==> src/rtl/sflash_pkg.sv <==
package sflash_pkg;
  localparam logic [2:0] A_CFG = 3'd0;
  localparam logic [2:0] A_CMD = 3'd1;
  localparam logic [2:0] A_STS = 3'd2;
  localparam logic [2:0] A_TXD = 3'd3;
  localparam logic [2:0] A_RXD = 3'd4;

  localparam logic [31:0] CFG_MASK = 32'h1000_8F0F;
  localparam int CFG_SW   = 28;
  localparam int CMD_SEND = 7;
  localparam int CMD_RDSR = 10;
  localparam int CMD_WREN = 11;
  localparam int CMD_BANK = 12;

  localparam int ST_TFF  = 8;
  localparam int ST_WCF  = 9;
  localparam int ST_ERR1 = 10;
  localparam int ST_ERR2 = 11;
  localparam int ST_WM   = 12;
  localparam int ST_BUSY = 16;

  localparam logic [7:0] OP_WREN = 8'h06;
  localparam logic [7:0] OP_RDSR = 8'h05;

  typedef enum logic [1:0] {ENG_IDLE, ENG_SHIFT, ENG_GAP} eng_state_e;
  typedef enum logic [1:0] {OP_RAW, OP_WE, OP_RS} op_e;

  function automatic logic [2:0] clamp_len(input logic [2:0] v, input logic [2:0] lo);
    if (v < lo) return lo;
    if (v > 3'd4) return 3'd4;
    return v;
  endfunction
endpackage

==> src/rtl/sflash_shifter.sv <==
module sflash_shifter
  import sflash_pkg::*;
#(
  parameter int DIVW    = 4,
  parameter int MAXB    = 4,
  parameter int GAP_SCK = 2
) (
  input  logic                clk_i,
  input  logic                rst_ni,
  input  logic                start_i,
  input  logic [8*MAXB-1:0]   tx_word_i,
  input  logic [2:0]          tx_bytes_i,
  input  logic [2:0]          rx_bytes_i,
  input  logic [DIVW-1:0]     div_i,
  input  logic                miso_i,
  output logic                busy_o,
  output logic                sel_o,
  output logic                done_o,
  output logic                sck_o,
  output logic                mosi_o,
  output logic [8*MAXB-1:0]   rx_word_o
);
  localparam int WW  = 8 * MAXB;
  localparam int BIW = $clog2(WW);
  localparam int NW  = $clog2(2 * WW) + 1;
  localparam int GW  = DIVW + $clog2(2 * GAP_SCK) + 1;

  eng_state_e     st_q;
  logic [DIVW-1:0] div_q, hc_q;
  logic [NW-1:0]  n_q, txbits_q, tot_q, m_w;
  logic [GW-1:0]  gc_q, glen_w;
  logic [WW-1:0]  tx_q, rx_q;
  logic           sck_q;

  assign m_w    = n_q - txbits_q;
  assign glen_w = GW'(div_q) * GW'(2 * GAP_SCK);
  assign done_o = (st_q == ENG_GAP) && (gc_q == glen_w - GW'(1));

  always_ff @(posedge clk_i or negedge rst_ni) begin
    if (!rst_ni) begin
      st_q <= ENG_IDLE; div_q <= '0; hc_q <= '0; n_q <= '0;
      txbits_q <= '0; tot_q <= '0; gc_q <= '0;
      tx_q <= '0; rx_q <= '0; sck_q <= 1'b0;
    end else begin
      unique case (st_q)
        ENG_IDLE: if (start_i) begin
          st_q     <= ENG_SHIFT;
          div_q    <= div_i;
          tx_q     <= tx_word_i;
          txbits_q <= NW'(tx_bytes_i) << 3;
          tot_q    <= (NW'(tx_bytes_i) + NW'(rx_bytes_i)) << 3;
          n_q      <= '0;
          hc_q     <= '0;
          rx_q     <= '0;
          sck_q    <= 1'b0;
        end
        ENG_SHIFT: begin
          if (hc_q == div_q - DIVW'(1)) begin
            hc_q <= '0;
            if (!sck_q) begin
              sck_q <= 1'b1;
              if (n_q >= txbits_q) rx_q[{m_w[BIW-1:3], ~m_w[2:0]}] <= miso_i;
            end else begin
              sck_q <= 1'b0;
              if (n_q == tot_q - NW'(1)) begin
                st_q <= ENG_GAP;
                gc_q <= '0;
              end else begin
                n_q <= n_q + NW'(1);
              end
            end
          end else begin
            hc_q <= hc_q + DIVW'(1);
          end
        end
        ENG_GAP: begin
          if (done_o) st_q <= ENG_IDLE;
          else gc_q <= gc_q + GW'(1);
        end
        default: st_q <= ENG_IDLE;
      endcase
    end
  end

  assign busy_o    = (st_q != ENG_IDLE);
  assign sel_o     = (st_q == ENG_SHIFT);
  assign sck_o     = sck_q;
  assign mosi_o    = (st_q == ENG_SHIFT) && (n_q < txbits_q) && tx_q[{n_q[BIW-1:3], ~n_q[2:0]}];
  assign rx_word_o = rx_q;
endmodule

==> src/rtl/sflash_cmd.sv <==
module sflash_cmd
  import sflash_pkg::*;
#(
  parameter int NBANK = 4,
  parameter int MAXB  = 4,
  localparam int BW   = $clog2(NBANK)
) (
  input  logic              wr_i,
  input  logic              busy_i,
  input  logic              sw_mode_i,
  input  logic [31:0]       cmd_i,
  input  logic [NBANK-1:0]  bank_en_i,
  input  logic [8*MAXB-1:0] txd_i,
  output logic              accept_o,
  output logic              launch_o,
  output logic              bad_bank_o,
  output logic              collide_o,
  output op_e               op_o,
  output logic [BW-1:0]     bank_o,
  output logic [8*MAXB-1:0] tx_word_o,
  output logic [2:0]        tx_bytes_o,
  output logic [2:0]        rx_bytes_o
);
  logic req;

  assign accept_o  = wr_i && !busy_i;
  assign collide_o = wr_i && busy_i;
  assign bank_o    = cmd_i[CMD_BANK +: BW];

  always_comb begin
    if (sw_mode_i) begin
      req        = cmd_i[CMD_SEND];
      op_o       = OP_RAW;
      tx_word_o  = txd_i;
      tx_bytes_o = clamp_len(cmd_i[2:0], 3'd1);
      rx_bytes_o = clamp_len(cmd_i[6:4], 3'd0);
    end else begin
      req        = cmd_i[CMD_WREN] | cmd_i[CMD_RDSR];
      op_o       = cmd_i[CMD_WREN] ? OP_WE : OP_RS;
      tx_word_o  = (8*MAXB)'(cmd_i[CMD_WREN] ? OP_WREN : OP_RDSR);
      tx_bytes_o = 3'd1;
      rx_bytes_o = cmd_i[CMD_WREN] ? 3'd0 : 3'd1;
    end
  end

  assign launch_o   = accept_o && req && bank_en_i[bank_o];
  assign bad_bank_o = accept_o && req && !bank_en_i[bank_o];
endmodule

==> src/rtl/sflash_ctrl.sv <==
module sflash_ctrl
  import sflash_pkg::*;
#(
  parameter int NBANK   = 4,
  parameter int DIVW    = 4,
  parameter int GAP_SCK = 2,
  localparam int MAXB   = 4,
  localparam int BW     = $clog2(NBANK)
) (
  input  logic             clk_i,
  input  logic             rst_ni,
  input  logic             reg_we_i,
  input  logic [2:0]       reg_addr_i,
  input  logic [31:0]      reg_wdata_i,
  output logic [31:0]      reg_rdata_o,
  output logic             sck_o,
  output logic             mosi_o,
  input  logic             miso_i,
  output logic [NBANK-1:0] cs_no
);
  logic [31:0] cfg_q, cmd_q, txd_q, rx_w, tx_word;
  logic [7:0]  sr_byte_q;
  logic        tff_q, wcf_q, err1_q, err2_q;
  logic [NBANK-1:0] wm_q;
  logic [BW-1:0] bank_q, bank_w;
  op_e         op_q, op_w;
  logic        cmd_wr, sts_wr, accept, launch, bad_bank, collide;
  logic        eng_busy, eng_sel, eng_done;
  logic [2:0]  txb, rxb;
  logic [DIVW-1:0] div_w;

  assign cmd_wr = reg_we_i && (reg_addr_i == A_CMD);
  assign sts_wr = reg_we_i && (reg_addr_i == A_STS);
  assign div_w  = (cfg_q[11:8] == 4'd0) ? DIVW'(1) : DIVW'(cfg_q[11:8]);

  sflash_cmd #(.NBANK(NBANK), .MAXB(MAXB)) cmd_i (
    .wr_i(cmd_wr), .busy_i(eng_busy), .sw_mode_i(cfg_q[CFG_SW]),
    .cmd_i(reg_wdata_i), .bank_en_i(cfg_q[NBANK-1:0]), .txd_i(txd_q),
    .accept_o(accept), .launch_o(launch), .bad_bank_o(bad_bank),
    .collide_o(collide), .op_o(op_w), .bank_o(bank_w), .tx_word_o(tx_word),
    .tx_bytes_o(txb), .rx_bytes_o(rxb)
  );

  sflash_shifter #(.DIVW(DIVW), .MAXB(MAXB), .GAP_SCK(GAP_SCK)) eng_i (
    .clk_i, .rst_ni, .start_i(launch), .tx_word_i(tx_word),
    .tx_bytes_i(txb), .rx_bytes_i(rxb), .div_i(div_w), .miso_i,
    .busy_o(eng_busy), .sel_o(eng_sel), .done_o(eng_done),
    .sck_o, .mosi_o, .rx_word_o(rx_w)
  );

  always_ff @(posedge clk_i or negedge rst_ni) begin
    if (!rst_ni) begin
      cfg_q <= '0; cmd_q <= '0; txd_q <= '0;
      bank_q <= '0; op_q <= OP_RAW;
      sr_byte_q <= '0; tff_q <= 1'b0; wcf_q <= 1'b0;
      err1_q <= 1'b0; err2_q <= 1'b0; wm_q <= '0;
    end else begin
      if (reg_we_i && reg_addr_i == A_CFG) cfg_q <= reg_wdata_i & CFG_MASK;
      if (reg_we_i && reg_addr_i == A_TXD) txd_q <= reg_wdata_i;
      if (accept) cmd_q <= reg_wdata_i;
      if (launch) begin
        bank_q <= bank_w;
        op_q   <= op_w;
      end
      // write-0-to-clear first, hardware set events win
      if (sts_wr) begin
        tff_q  <= tff_q  & reg_wdata_i[ST_TFF];
        wcf_q  <= wcf_q  & reg_wdata_i[ST_WCF];
        err1_q <= err1_q & reg_wdata_i[ST_ERR1];
        err2_q <= err2_q & reg_wdata_i[ST_ERR2];
        wm_q   <= wm_q   & reg_wdata_i[ST_WM +: NBANK];
      end
      if (bad_bank) err1_q <= 1'b1;
      if (collide)  err2_q <= 1'b1;
      if (eng_done) begin
        tff_q <= 1'b1;
        if (op_q == OP_WE) wm_q[bank_q] <= 1'b1;
        if (op_q == OP_RS) begin
          sr_byte_q <= rx_w[7:0];
          if (!rx_w[0] && wm_q[bank_q]) wcf_q <= 1'b1;
        end
      end
    end
  end

  always_comb begin
    reg_rdata_o = '0;
    unique case (reg_addr_i)
      A_CFG: reg_rdata_o = cfg_q;
      A_CMD: reg_rdata_o = cmd_q;
      A_STS: begin
        reg_rdata_o[7:0]            = sr_byte_q;
        reg_rdata_o[ST_TFF]         = tff_q;
        reg_rdata_o[ST_WCF]         = wcf_q;
        reg_rdata_o[ST_ERR1]        = err1_q;
        reg_rdata_o[ST_ERR2]        = err2_q;
        reg_rdata_o[ST_WM +: NBANK] = wm_q;
        reg_rdata_o[ST_BUSY]        = eng_busy;
      end
      A_TXD: reg_rdata_o = txd_q;
      A_RXD: reg_rdata_o = rx_w;
      default: reg_rdata_o = '0;
    endcase
  end

  for (genvar g = 0; g < NBANK; g++) begin : g_cs
    assign cs_no[g] = !(eng_sel && (bank_q == BW'(g)));
  end
endmodule

==> config.mk <==
export PLATFORM = sky130hd
export DESIGN_NAME = sflash_ctrl
export DESIGN_NICKNAME = d
export VERILOG_FILES = /design/src/rtl/sflash_pkg.sv /design/src/rtl/sflash_shifter.sv /design/src/rtl/sflash_cmd.sv /design/src/rtl/sflash_ctrl.sv
export SDC_FILE = /design/constraint.sdc
export NUM_CORES = 1
export LEC_CHECK = 0
export BUFFER_PORTS_ARGS = -buffer_cell sky130_fd_sc_hd__buf_2
export CAP_MARGIN = 40
export CORE_MARGIN = 4
export CORE_UTILIZATION = 60
export DETAILED_ROUTE_END_ITERATION = 10
export GPL_TIMING_DRIVEN = 0
export PLACE_DENSITY = 0.8
export SYNTH_ARGS = -nofsm -noshare
export SYNTH_HDL_FRONTEND = slang
export SYNTH_SLANG_ARGS = --single-unit
==> constraint.sdc <==
create_clock -name clk_i -period 3.1 [get_ports clk_i]
set_input_delay 0.155 -clock clk_i [delete_from_list [all_inputs] [get_ports clk_i]]
set_output_delay 0.155 -clock clk_i [all_outputs]
set_load 0.01 [all_outputs]
==> results of run 1 <==
==> worst max path at each step <==
stage	end	slack [ns]	cells after the start
after global routing	eng_i.rx_word_o[1]	0.02	9
after detailed placement	eng_i.rx_word_o[23]	0.07	11
after floorplan	sr_byte_q[3]	0.69	9
after CTS	eng_i.rx_word_o[23]	0.04	11
final	op_q[1]	0.20	6
after global placement	eng_i.rx_word_o[29]	-1.17	1
==> power by group through the flow <==
stage          Combinational, W  Sequential, W  Clock (W)
2_1_floorplan          0.000372        0.00275          0
3_3_place_gp           0.000569        0.00282          0
3_5_place_dp           0.000596        0.00283          0
4_1_cts                0.000619        0.00278    0.00222
5_1_grt                0.000686        0.00280    0.00233
6_report               0.000626        0.00279    0.00220
==> cell type report <==
| type | instances | area (um2) | share of cell area (%) |
|---|---|---|---|
| Multi-Input combinational cell | 647 | 4650 | 41.7 |
| Tap cell | 216 | 270 | 2.42 |
| Buffer | 61 | 240 | 2.15 |
| Clock buffer | 19 | 453 | 4.06 |
| Inverter | 16 | 60.1 | 0.538 |
| Sequential cell | 190 | 4750 | 42.6 |
| Timing Repair Buffer | 94 | 596 | 5.34 |
| Clock inverter | 12 | 135 | 1.21 |
==> cells in the mapped netlist, types with 5 or more instances <==
library cell / n / area share [%]
a21oi_1: 39 / 2.0
nand2_1: 115 / 4.4
o22ai_1: 16 / 1.0
o31ai_1: 10 / 0.77
nor3_1: 7 / 0.36
buf_1: 8 / 0.31
nor2b_1: 9 / 0.58
clkbuf_1: 46 / 1.8
xor2_1: 9 / 0.81
buf_2: 9 / 0.46
nor2_1: 16 / 0.62
or3_1: 5 / 0.32
xnor2_1: 10 / 0.90
ha_1: 14 / 1.8
mux2_2: 100 / 12
dfrtp_1: 190 / 49
nand4_1: 5 / 0.32
o21ai_0: 136 / 7.0
inv_1: 16 / 0.62
nand3_1: 11 / 0.57
nand2b_1: 18 / 1.2
and2_1: 11 / 0.71
a22oi_1: 39 / 3.0
mux4_2: 11 / 2.6
mux2i_1: 15 / 1.5
==> timing repair <==
action                                  4_1_cts  5_1_grt
buffers inserted                              0        0
gates resized for setup                       0        2
endpoints found under the setup margin        0       34
endpoints found under the hold margin       128        0
hold buffers                                 18        0
==> stage by stage <==
step / std cells / power (W) / cell area, um2 / setup WS [ns] / utilization, %
floorplan: 916 / 0.00313 / 9710 / 0.688 / -
global placement: 1206 / 0.00339 / 10300 / -1.17 / 65.1
detailed placement: 1208 / 0.00342 / 10400 / 0.0663 / 65.4
CTS: 1257 / 0.00562 / 11200 / 0.0390 / 70.3
global route: 1255 / 0.00582 / 11200 / 0.0183 / 70.2
finish: 1255 / 0.00561 / 11200 / 0.195 / 70.2
==> flip-flops by register name, summed over array words and instances (netlist names) <==
name and flops:
cmd_q 32, eng_i.rx_word_o 32, eng_i.tx_q 32, txd_q 32
cfg_q 10, sr_byte_q 8, eng_i.gc_q 7, eng_i.n_q 7
eng_i.div_q 4, eng_i.hc_q 4, eng_i.tot_q 4, wm_q 4
eng_i.txbits_q 3, bank_q 2, eng_i.st_q 2, op_q 2
eng_i.sck_o 1, err1_q 1, err2_q 1, tff_q 1
wcf_q 1
==> cells in the final DEF (no fill, tap or decap), drive strengths merged, types with 14 or more instances in the layout <==
cell type    count
clkbuf          63
a21oi           39
dlygate4sd3     18
mux2i           15
o21ai          137
o22ai           16
nand2b          18
ha              14
buf             93
a22oi           39
dfrtp          190
nand2          115
inv             18
nor2            16
mux2           103
==> worst max-delay path, delay by kind of cell (launching register included) <==
kind / cells / cell delay (ns)
muxes: 1 / 0.40
DFF: 1 / 0.34
AOI/OAI and AO/OA: 2 / 0.72
buffers and inverters: 3 / 1.32
==> metal layers <==
layer  global-route usage, %  up-vias  routed length [um]
met2                    48.1      419               12700
met1                    40.9     3923               11000
met5                       0        -                   0
met3                    10.2       96                2700
li1                        -     3526                   -
met4                    11.4        0                 961
==> cell families after synthesis <==
group                    after synthesis
AND/OR/NAND/NOR                      223
flip-flops                           190
multiplexers                         129
buffers and inverters                 79
XOR/XNOR                              20
AO/OA/AOI/OAI                        259
adder cells (fa/ha/maj)               16
==> flow_summary.json, run 1 <==
{
  "fp.dieH_um": 135,
  "grt_pass1_vias": 7943,
  "max_slew_margin_pct": 44.0,
  "arrival_ns": 3.23,
  "synth_edf_count": 0,
  "track_usage_pct": 30.9,
  "cap_viol_max_count": 0,
  "yosys.area_share.simple_pct": 11.8,
  "switching_share_pct": 26.2,
  "crit_start": "cfg_q[28]",
  "grt_overflow": 0,
  "htree_levels": 4,
  "fin_tns_setup_ns": 0,
  "cp.required_ns": 3.42,
  "numCtsBuffers": 17,
  "outcome": "completed",
  "hold_path_class": "in2reg",
  "internal_power_w": 0.00414,
  "seqPwrFrac_pct": 49.7,
  "fmax_mhz": 344,
  "cts_num_sinks": 190,
  "r2r_end": "op_q[1]",
  "synth_xor_area_share_pct": 1.95,
  "worstHoldStart": "reg_wdata_i[8]",
  "io-pin-count": 77,
  "syn2layout_area_growth_pct": 14.9,
  "cp-end-kind": "flip-flop",
  "p_sw_w": 0.00147,
  "portBuffers": 74,
  "synth_top_family_by_area": "multiplexers",
  "drt-pass1-iter-count": 6,
  "clkPwrFrac_pct": 39.2,
  "vias": 7964,
  "grt_start_max_net_pins": 98,
  "ys_ff_latch": 190,
  "cpMostUsedCell": "clkbuf_1",
  "critPathMaxStageDelay_ns": 0.54,
  "clk_pin_slew_ns": 0.07,
  "rsz0062_at_grt": "false",
  "worstHoldEndpoint": "cmd_q[8]",
  "synth_fa_ha_area_share_pct": 2.22,
  "fin_crit_ns": 2.90,
  "hold_viol": 0,
  "synthArstFlopShare_pct": 100,
  "finalCritPeriodShare_pct": 93.7,
  "r2r-start": "cfg_q[28]",
  "clock_skew_ns": 0.0120,
  "critical_path_class": "reg2reg",
  "synth_warnings": 0,
  "r2r_setup_slack_ns": 0.20,
  "syn_area_per_cell_um2": 10.6,
  "cp_slowest_cell": "clkbuf_1",
  "drt_iter0_drc": 797,
  "core_mm2": 0.0159,
  "dieArea_mm2": 0.0183,
  "drt_wl_total_um": 27300,
  "n_antenna_cell": 0,
  "via_per_inst": 6.35,
  "wire_per_inst_um": 21.8,
  "cts_root_buf": "clkbuf_16",
  "timing.final.max_slew_violations": 0,
  "final_antenna_net_count": 0,
  "grt_pass1_wl_um": 43100,
  "start_util_pct": 61.1,
  "dp_hpwl_um": 19600,
  "drive_gt1_share_pct": 23.1,
  "syn_inst": 916,
  "syn-num-nets": 971,
  "clockBufferDepth": 2,
  "power.leakage_nw": 4.92,
  "r2r_cells": 6,
  "ir_drop_uv": 448,
  "powerDensity_mw_per_mm2": 503,
  "whs_ns": 0.0169,
  "antenna_found_initial": 0,
  "rows": 46,
  "syn-cell-area_mm2": 0.00971,
  "cts_tree": "yes",
  "combPwrFrac_pct": 11.1,
  "crit_chain": "clkbuf_1 > o21ba_2 > o2111ai_1 > clkbuf_1 > clkbuf_1 > mux2_2",
  "netlist-cell-type-count": 58,
  "ys.flop_type": "dfrtp_1",
  "dieWidth_um": 135,
  "drc_errors": 0,
  "cp-start-kind": "flip-flop",
  "tightestPinTransition_ns": 0.841,
  "clk_latency_ns": 0.44,
  "synth_compound_area_share_pct": 15.8,
  "routabilityCongestion": 0.927,
  "num-nets-final": 1082,
  "finalSetupViolCount": 0,
  "cp_max_fo": 10,
  "synth.area.mux_share_pct": 16.0,
  "hold_depth": 2,
  "fillers": 1162,
  "yosysSeqAreaShare_pct": 49.0
}
(Power assumes the default switching activity.)
==> run 2, diff against run 1 <==
--- a/config.mk
+++ b/config.mk
@@ -8,10 +8,10 @@
 export BUFFER_PORTS_ARGS = -buffer_cell sky130_fd_sc_hd__buf_2
 export CAP_MARGIN = 40
 export CORE_MARGIN = 4
-export CORE_UTILIZATION = 60
+export CORE_UTILIZATION = 45
 export DETAILED_ROUTE_END_ITERATION = 10
 export GPL_TIMING_DRIVEN = 0
-export PLACE_DENSITY = 0.8
 export SYNTH_ARGS = -nofsm -noshare
 export SYNTH_HDL_FRONTEND = slang
+export SYNTH_HIERARCHICAL = 1
 export SYNTH_SLANG_ARGS = --single-unit
==> run 2 against run 1 <==
Compared with the run above: first-iteration DRC count decreased by 20%; die area rose by 38%; final cell count rose by 9.2%; critical endpoint is now eng_i/n_q[6].
==> flow_summary.json, run 2 <==
{
  "critical_path_class": "reg2reg",
  "total_power_w": 0.00905,
  "synthArstFlopShare_pct": 100,
  "syn-cell-area_mm2": 0.0102,
  "drt-pass1-iter-count": 5,
  "netlist-cell-type-count": 70,
  "numCtsBuffers": 17,
  "ys_ff_latch": 190,
  "track_usage_pct": 24.0,
  "fp.dieH_um": 159,
  "fin_cells": 1370,
  "synth_edf_count": 0,
  "cts_num_sinks": 190,
  "cp.required_ns": 3.46,
  "fillers": 1985,
  "layout_common_cells": "dfrtp_1 (187), nand2_1 (141), buf_2 (92)",
  "wl_met3_um": 1480,
  "cp-start-kind": "flip-flop",
  "cts_tree": "yes",
  "antenna_found_initial": 1,
  "highest-signal-layer": "met4",
  "final_antenna_net_count": 0,
  "ir_drop_uv": 389,
  "syn2layout_area_growth_pct": 16.6,
  "path_buf_inv": 2,
  "postLayoutCellArea_mm2": 0.0120,
  "arrival_ns": 3.32,
  "dieWidth_um": 159,
  "start_util_pct": 46.4,
  "drt-met1-wl_um": 14200,
  "portBuffers": 75,
  "regArea_mm2": 0.00476,
  "synth_warnings": 6,
  "syn_inst": 951,
  "core_mm2": 0.0221,
  "dieArea_mm2": 0.0253,
  "clock_skew_ns": 0.0124,
  "final_common_cell": "dfrtp_1",
  "max_slew_margin_pct": 49.4,
  "final_util_pct": 54.1,
  "synth_top_area_cell": "dfrtp_1",
  "clockBufferDepth": 2,
  "grt_overflow": 0,
  "clk_latency_ns": 0.44,
  "crit_cells": 10,
  "finalSetupViolCount": 0,
  "cp_slowest_cell": "or4_1",
  "timing.final.max_slew_violations": 0,
  "synthTopCellsByCount": "dfrtp_1 (190), nand2_1 (141), mux2_2 (62)",
  "outcome": "completed",
  "drt_wl_total_um": 30200,
  "powerDensity_mw_per_mm2": 757,
  "multiInputGateArea_mm2": 0.00505,
  "syn_area_per_cell_um2": 10.8,
  "grt_pass1_wl_um": 47100,
  "wl_met2_um": 13900,
  "io-pin-count": 77,
  "setup_slack_ns": 0.140,
  "via_per_inst": 5.76,
  "routabilityCongestion": 0.919,
  "synth_area_leaders": "dfrtp_1 (46%), mux2_2 (6.8%), nand2_1 (5.2%)",
  "vias": 7893,
  "hold_depth": 2,
  "tightestPinTransition_ns": 0.759,
  "hold_viol": 0,
  "crit_chain": "or2_2 > nand2b_1 > nor4b_2 > buf_4 > nor3b_1 > clkbuf_4 > a21oi_2 > a41o_1 > or4_1 > a21oi_1",
  "crit_family": "simple AND/OR/NAND/NOR gates",
  "wire_per_inst_um": 22.1,
  "drt_iter0_drc": 636,
  "ys.flop_type": "dfrtp_1",
  "drive_gt1_share_pct": 25.7,
  "grt_start_max_net_pins": 74,
  "clk_pin_slew_ns": 0.07,
  "drc_errors": 0,
  "yosysTopAreaCellShare_pct": 46.4,
  "num-nets-final": 1131,
  "r2r_cells": 10,
  "yosysSeqAreaShare_pct": 46.4,
  "finalCritPeriodShare_pct": 95.5,
  "place_area_mm2": 0.0110,
  "grt_pass1_vias": 7791,
  "htree_levels": 4,
  "fin_crit_ns": 2.96,
  "cap_viol_max_count": 0,
  "synth.most_common_cell": "dfrtp_1",
  "syn-num-nets": 1006,
  "dp_hpwl_um": 22600,
  "fmax_mhz": 338,
  "cp_max_fo": 7,
  "rsz0062_at_grt": "true",
  "hold_path_class": "in2reg",
  "place_worst_setup_slack_ns": -0.644,
  "cp-end-kind": "flip-flop",
  "power.leakage_nw": 5.62,
  "dp_cells": 1309,
  "critPathMaxStageDelay_ns": 0.49,
  "rows": 54,
  "cts_root_buf": "clkbuf_16"
}
## run 2: per-stage QoR
stage          TNS (ns)  hold WS [ns]
2_1_floorplan         0        -0.141
3_3_place_gp    -332.54         0.401
3_5_place_dp     -28.76         0.114
4_1_cts               0       0.00469
5_1_grt         -0.0849        0.0173
6_report              0        0.0192
## run 2: timing repair
item,4_1_cts,5_1_grt
hold buffers,23,0
setup endpoints to repair,64,49
resized for setup,8,6
setup buffers,5,1
pin swaps,1,1
endpoints found under the hold margin,95,0
## run 2: kinds of logic after synthesis
kind of cell,share of synthesized area [%]
AO/OA/AOI/OAI,14.0
XOR/XNOR,1.68
adder cells (fa/ha/maj),2.10
buffers and inverters,4.47
flip-flops,46.4
multiplexers,17.9
AND/OR/NAND/NOR,13.4
## run 2: path summary, 6_finish.rpt
kind                            startpoint              to  slack [ns]
min in group asynchronous           rst_ni           wcf_q        0.22
min reg2reg                 eng_i/tx_q[14]  eng_i/tx_q[14]        0.48
max reg2reg                  eng_i/st_q[1]    eng_i/n_q[6]        0.14
min                        reg_wdata_i[14]       txd_q[14]        0.02
max                          eng_i/st_q[1]    eng_i/n_q[6]        0.14
max in group asynchronous           rst_ni  eng_i/tx_q[18]        2.16
## run 2: final cells by class
cell class,instances,share of cell area (%)
inverter,20,0.628
antenna,1,0.0209
sequential,190,39.8
clock inverter,12,1.01
buffer,73,3.28
timing repair buffer,107,6.16
clock buffer,20,3.91
tap,280,2.93
multi-input combinational,667,42.3
## run 2: per-layer routing
metal	GRT usage, %	up-vias
met3	4.72	45
met4	6.94	0
met1	33.8	3935
met2	38.0	244
li1	-	3669
met5	0	-
## run 2: report_power, final
group          internal [W]  switching [W]  total (W)
Sequential          0.00306       0.000501    0.00356
Combinational       0.00133        0.00193    0.00326
Clock               0.00119        0.00103    0.00223
==> run 3, diff against run 2 <==
--- a/config.mk
+++ b/config.mk
@@ -10,7 +10,6 @@
 export CORE_MARGIN = 4
 export CORE_UTILIZATION = 45
 export DETAILED_ROUTE_END_ITERATION = 10
-export GPL_TIMING_DRIVEN = 0
 export SYNTH_ARGS = -nofsm -noshare
 export SYNTH_HDL_FRONTEND = slang
 export SYNTH_HIERARCHICAL = 1
==> run 3 against run 2 <==
Compared with the run above: combinational power fell by 2%; sequential cell count did not move; first-iteration DRC count fell by 10%; die area did not move; sequential power barely moved; final cell count fell by 3.8%; clock skew barely moved; total power fell by 0.82%; design area fell by 2.1%; fmax rose by 6.1%.
==> flow_summary.json, run 3 (synthesis gave the netlist of run 2 again) <==
{
  "fmax_mhz": 358,
  "wire_per_inst_um": 21.5,
  "dieWidth_um": 159,
  "cp_max_fo": 7,
  "htree_levels": 4,
  "numCtsBuffers": 17,
  "routabilityCongestion": 0.838,
  "clk_pin_slew_ns": 0.07,
  "whs_ns": 0.0105,
  "grt_pass1_wl_um": 45100,
  "cts_resized": 0,
  "dieArea_mm2": 0.0253,
  "final_antenna_net_count": 0,
  "drc_errors": 0,
  "core_mm2": 0.0221,
  "outcome": "completed",
  "fin_crit_ns": 2.79,
  "powerDensity_mw_per_mm2": 767,
  "worstHoldEndpoint": "txd_q[4]",
  "dp_cells": 1264,
  "timing.final.max_slew_violations": 0,
  "track_usage_pct": 22.5,
  "clk_latency_ns": 0.44,
  "n_antenna_cell": 0,
  "start_util_pct": 46.4,
  "clock_skew_ns": 0.0124,
  "antenna_found_initial": 0,
  "hold_viol": 0,
  "finalSetupViolCount": 0,
  "portBuffers": 76,
  "cts_tree": "yes",
  "drt_wl_total_um": 28300,
  "r2r_cells": 9,
  "drt_iter0_drc": 572,
  "cp.required_ns": 3.46,
  "fillers": 1951,
  "arrival_ns": 3.15,
  "cp-end-kind": "flip-flop",
  "ir_drop_uv": 410,
  "cap_viol_max_count": 0,
  "tightestPinTransition_ns": 0.732,
  "cts_num_sinks": 190,
  "grt_pass1_vias": 7646,
  "layout_common_cells": "dfrtp_1 (190), nand2_1 (141), buf_2 (75)",
  "drt-pass1-iter-count": 5,
  "cp-start-kind": "flip-flop",
  "max_slew_margin_pct": 51.1,
  "r2r-start": "eng_i/st_q[0]",
  "fin_cells": 1318,
  "cts_root_buf": "clkbuf_16",
  "worstHoldStart": "reg_wdata_i[4]",
  "hold_path_class": "in2reg",
  "num-nets-final": 1080,
  "grt_overflow": 0,
  "setup_slack_ns": 0.311,
  "r2r_end": "eng_i/n_q[4]",
  "dp_hpwl_um": 19900,
  "hold_depth": 2,
  "grt_start_max_net_pins": 78,
  "drive_gt1_share_pct": 25.4,
  "finalCritPeriodShare_pct": 90.0,
  "power.leakage_nw": 5.51,
  "io-pin-count": 77,
  "fin_tns_setup_ns": 0,
  "clockBufferDepth": 2,
  "rsz0062_at_grt": "false",
  "critical_path_class": "reg2reg",
  "vias": 7738,
  "final_common_cell": "dfrtp_1",
  "final_util_pct": 53.0,
  "r2r_setup_slack_ns": 0.31,
  "place_worst_setup_slack_ns": 0.266,
  "syn2layout_area_growth_pct": 14.2,
  "fp.dieH_um": 159,
  "via_per_inst": 5.87,
  "rows": 54
}
==> run 3: worst max-delay path by stage <==
stage,start,to,depth (start not counted)
after floorplan,reg_addr_i[0],eng_i/rx_word_o[15],13
after global placement,eng_i/div_q[0],sr_byte_q[1],8
after detailed placement,eng_i/div_q[0],sr_byte_q[4],8
after CTS,eng_i/div_q[0],sr_byte_q[4],8
after global routing,eng_i/st_q[0],eng_i/txbits_q[4],9
final,eng_i/st_q[0],eng_i/n_q[4],9
==> run 3: metal layers <==
layer  wire length [um]  up-vias  part of all wire, %  track usage [%]
li1                   -     3561                    -                -
met1              13200     3946                   47             32.8
met2              13100      195                   46             34.7
met3               1520       36                  5.4             4.69
met4                505        0                  1.8             5.92
met5                  0        -                    0                0
==> run 3: final cells by class <==
type                       instances  area (um2)  share of cell area (%)
clock buffer                      19         453                    3.87
clock inverter                    13         148                    1.26
inverter                          20        75.1                   0.642
multi-input combinational        667        5040                    43.1
sequential                       190        4750                    40.6
tap                              280         350                    2.99
timing repair buffer             129         877                    7.49
==> run 3: worst max-delay path, stage by stage (launching register included) <==
cell and delay [ns]:
dfrtp_1 0.45, or2_2 0.32, nand2b_1 0.20, nor4b_2 0.32, buf_4 0.19, nor3b_2 0.25, a21oi_2 0.06, a41o_1 0.29
or4_1 0.48, a21oi_1 0.15
==> run 3: through the flow <==
step,power [W],area [um2]
after global routing,0.00950,11700
final,0.00897,11700
after floorplan,0.00568,10200
after detailed placement,0.00672,10900
after CTS,0.00899,11700
after global placement,0.00666,10900
==> run 3: what timing repair did <==
item | 4_1_cts | 5_1_grt
hold endpoints to repair | 113 | 0
buffers inserted | 0 | 1
setup endpoints to repair | 0 | 1
hold buffers | 21 | 0
==> run 3: report_power, final <==
| part | internal, W | leakage, nW | total [W] | switching, W |
|---|---|---|---|---|
| registers | 0.00306 | 2.45 | 0.00353 | 0.000470 |
| logic | 0.00134 | 2.77 | 0.00321 | 0.00187 |
| clock network | 0.00119 | 0.290 | 0.00223 | 0.00105 |
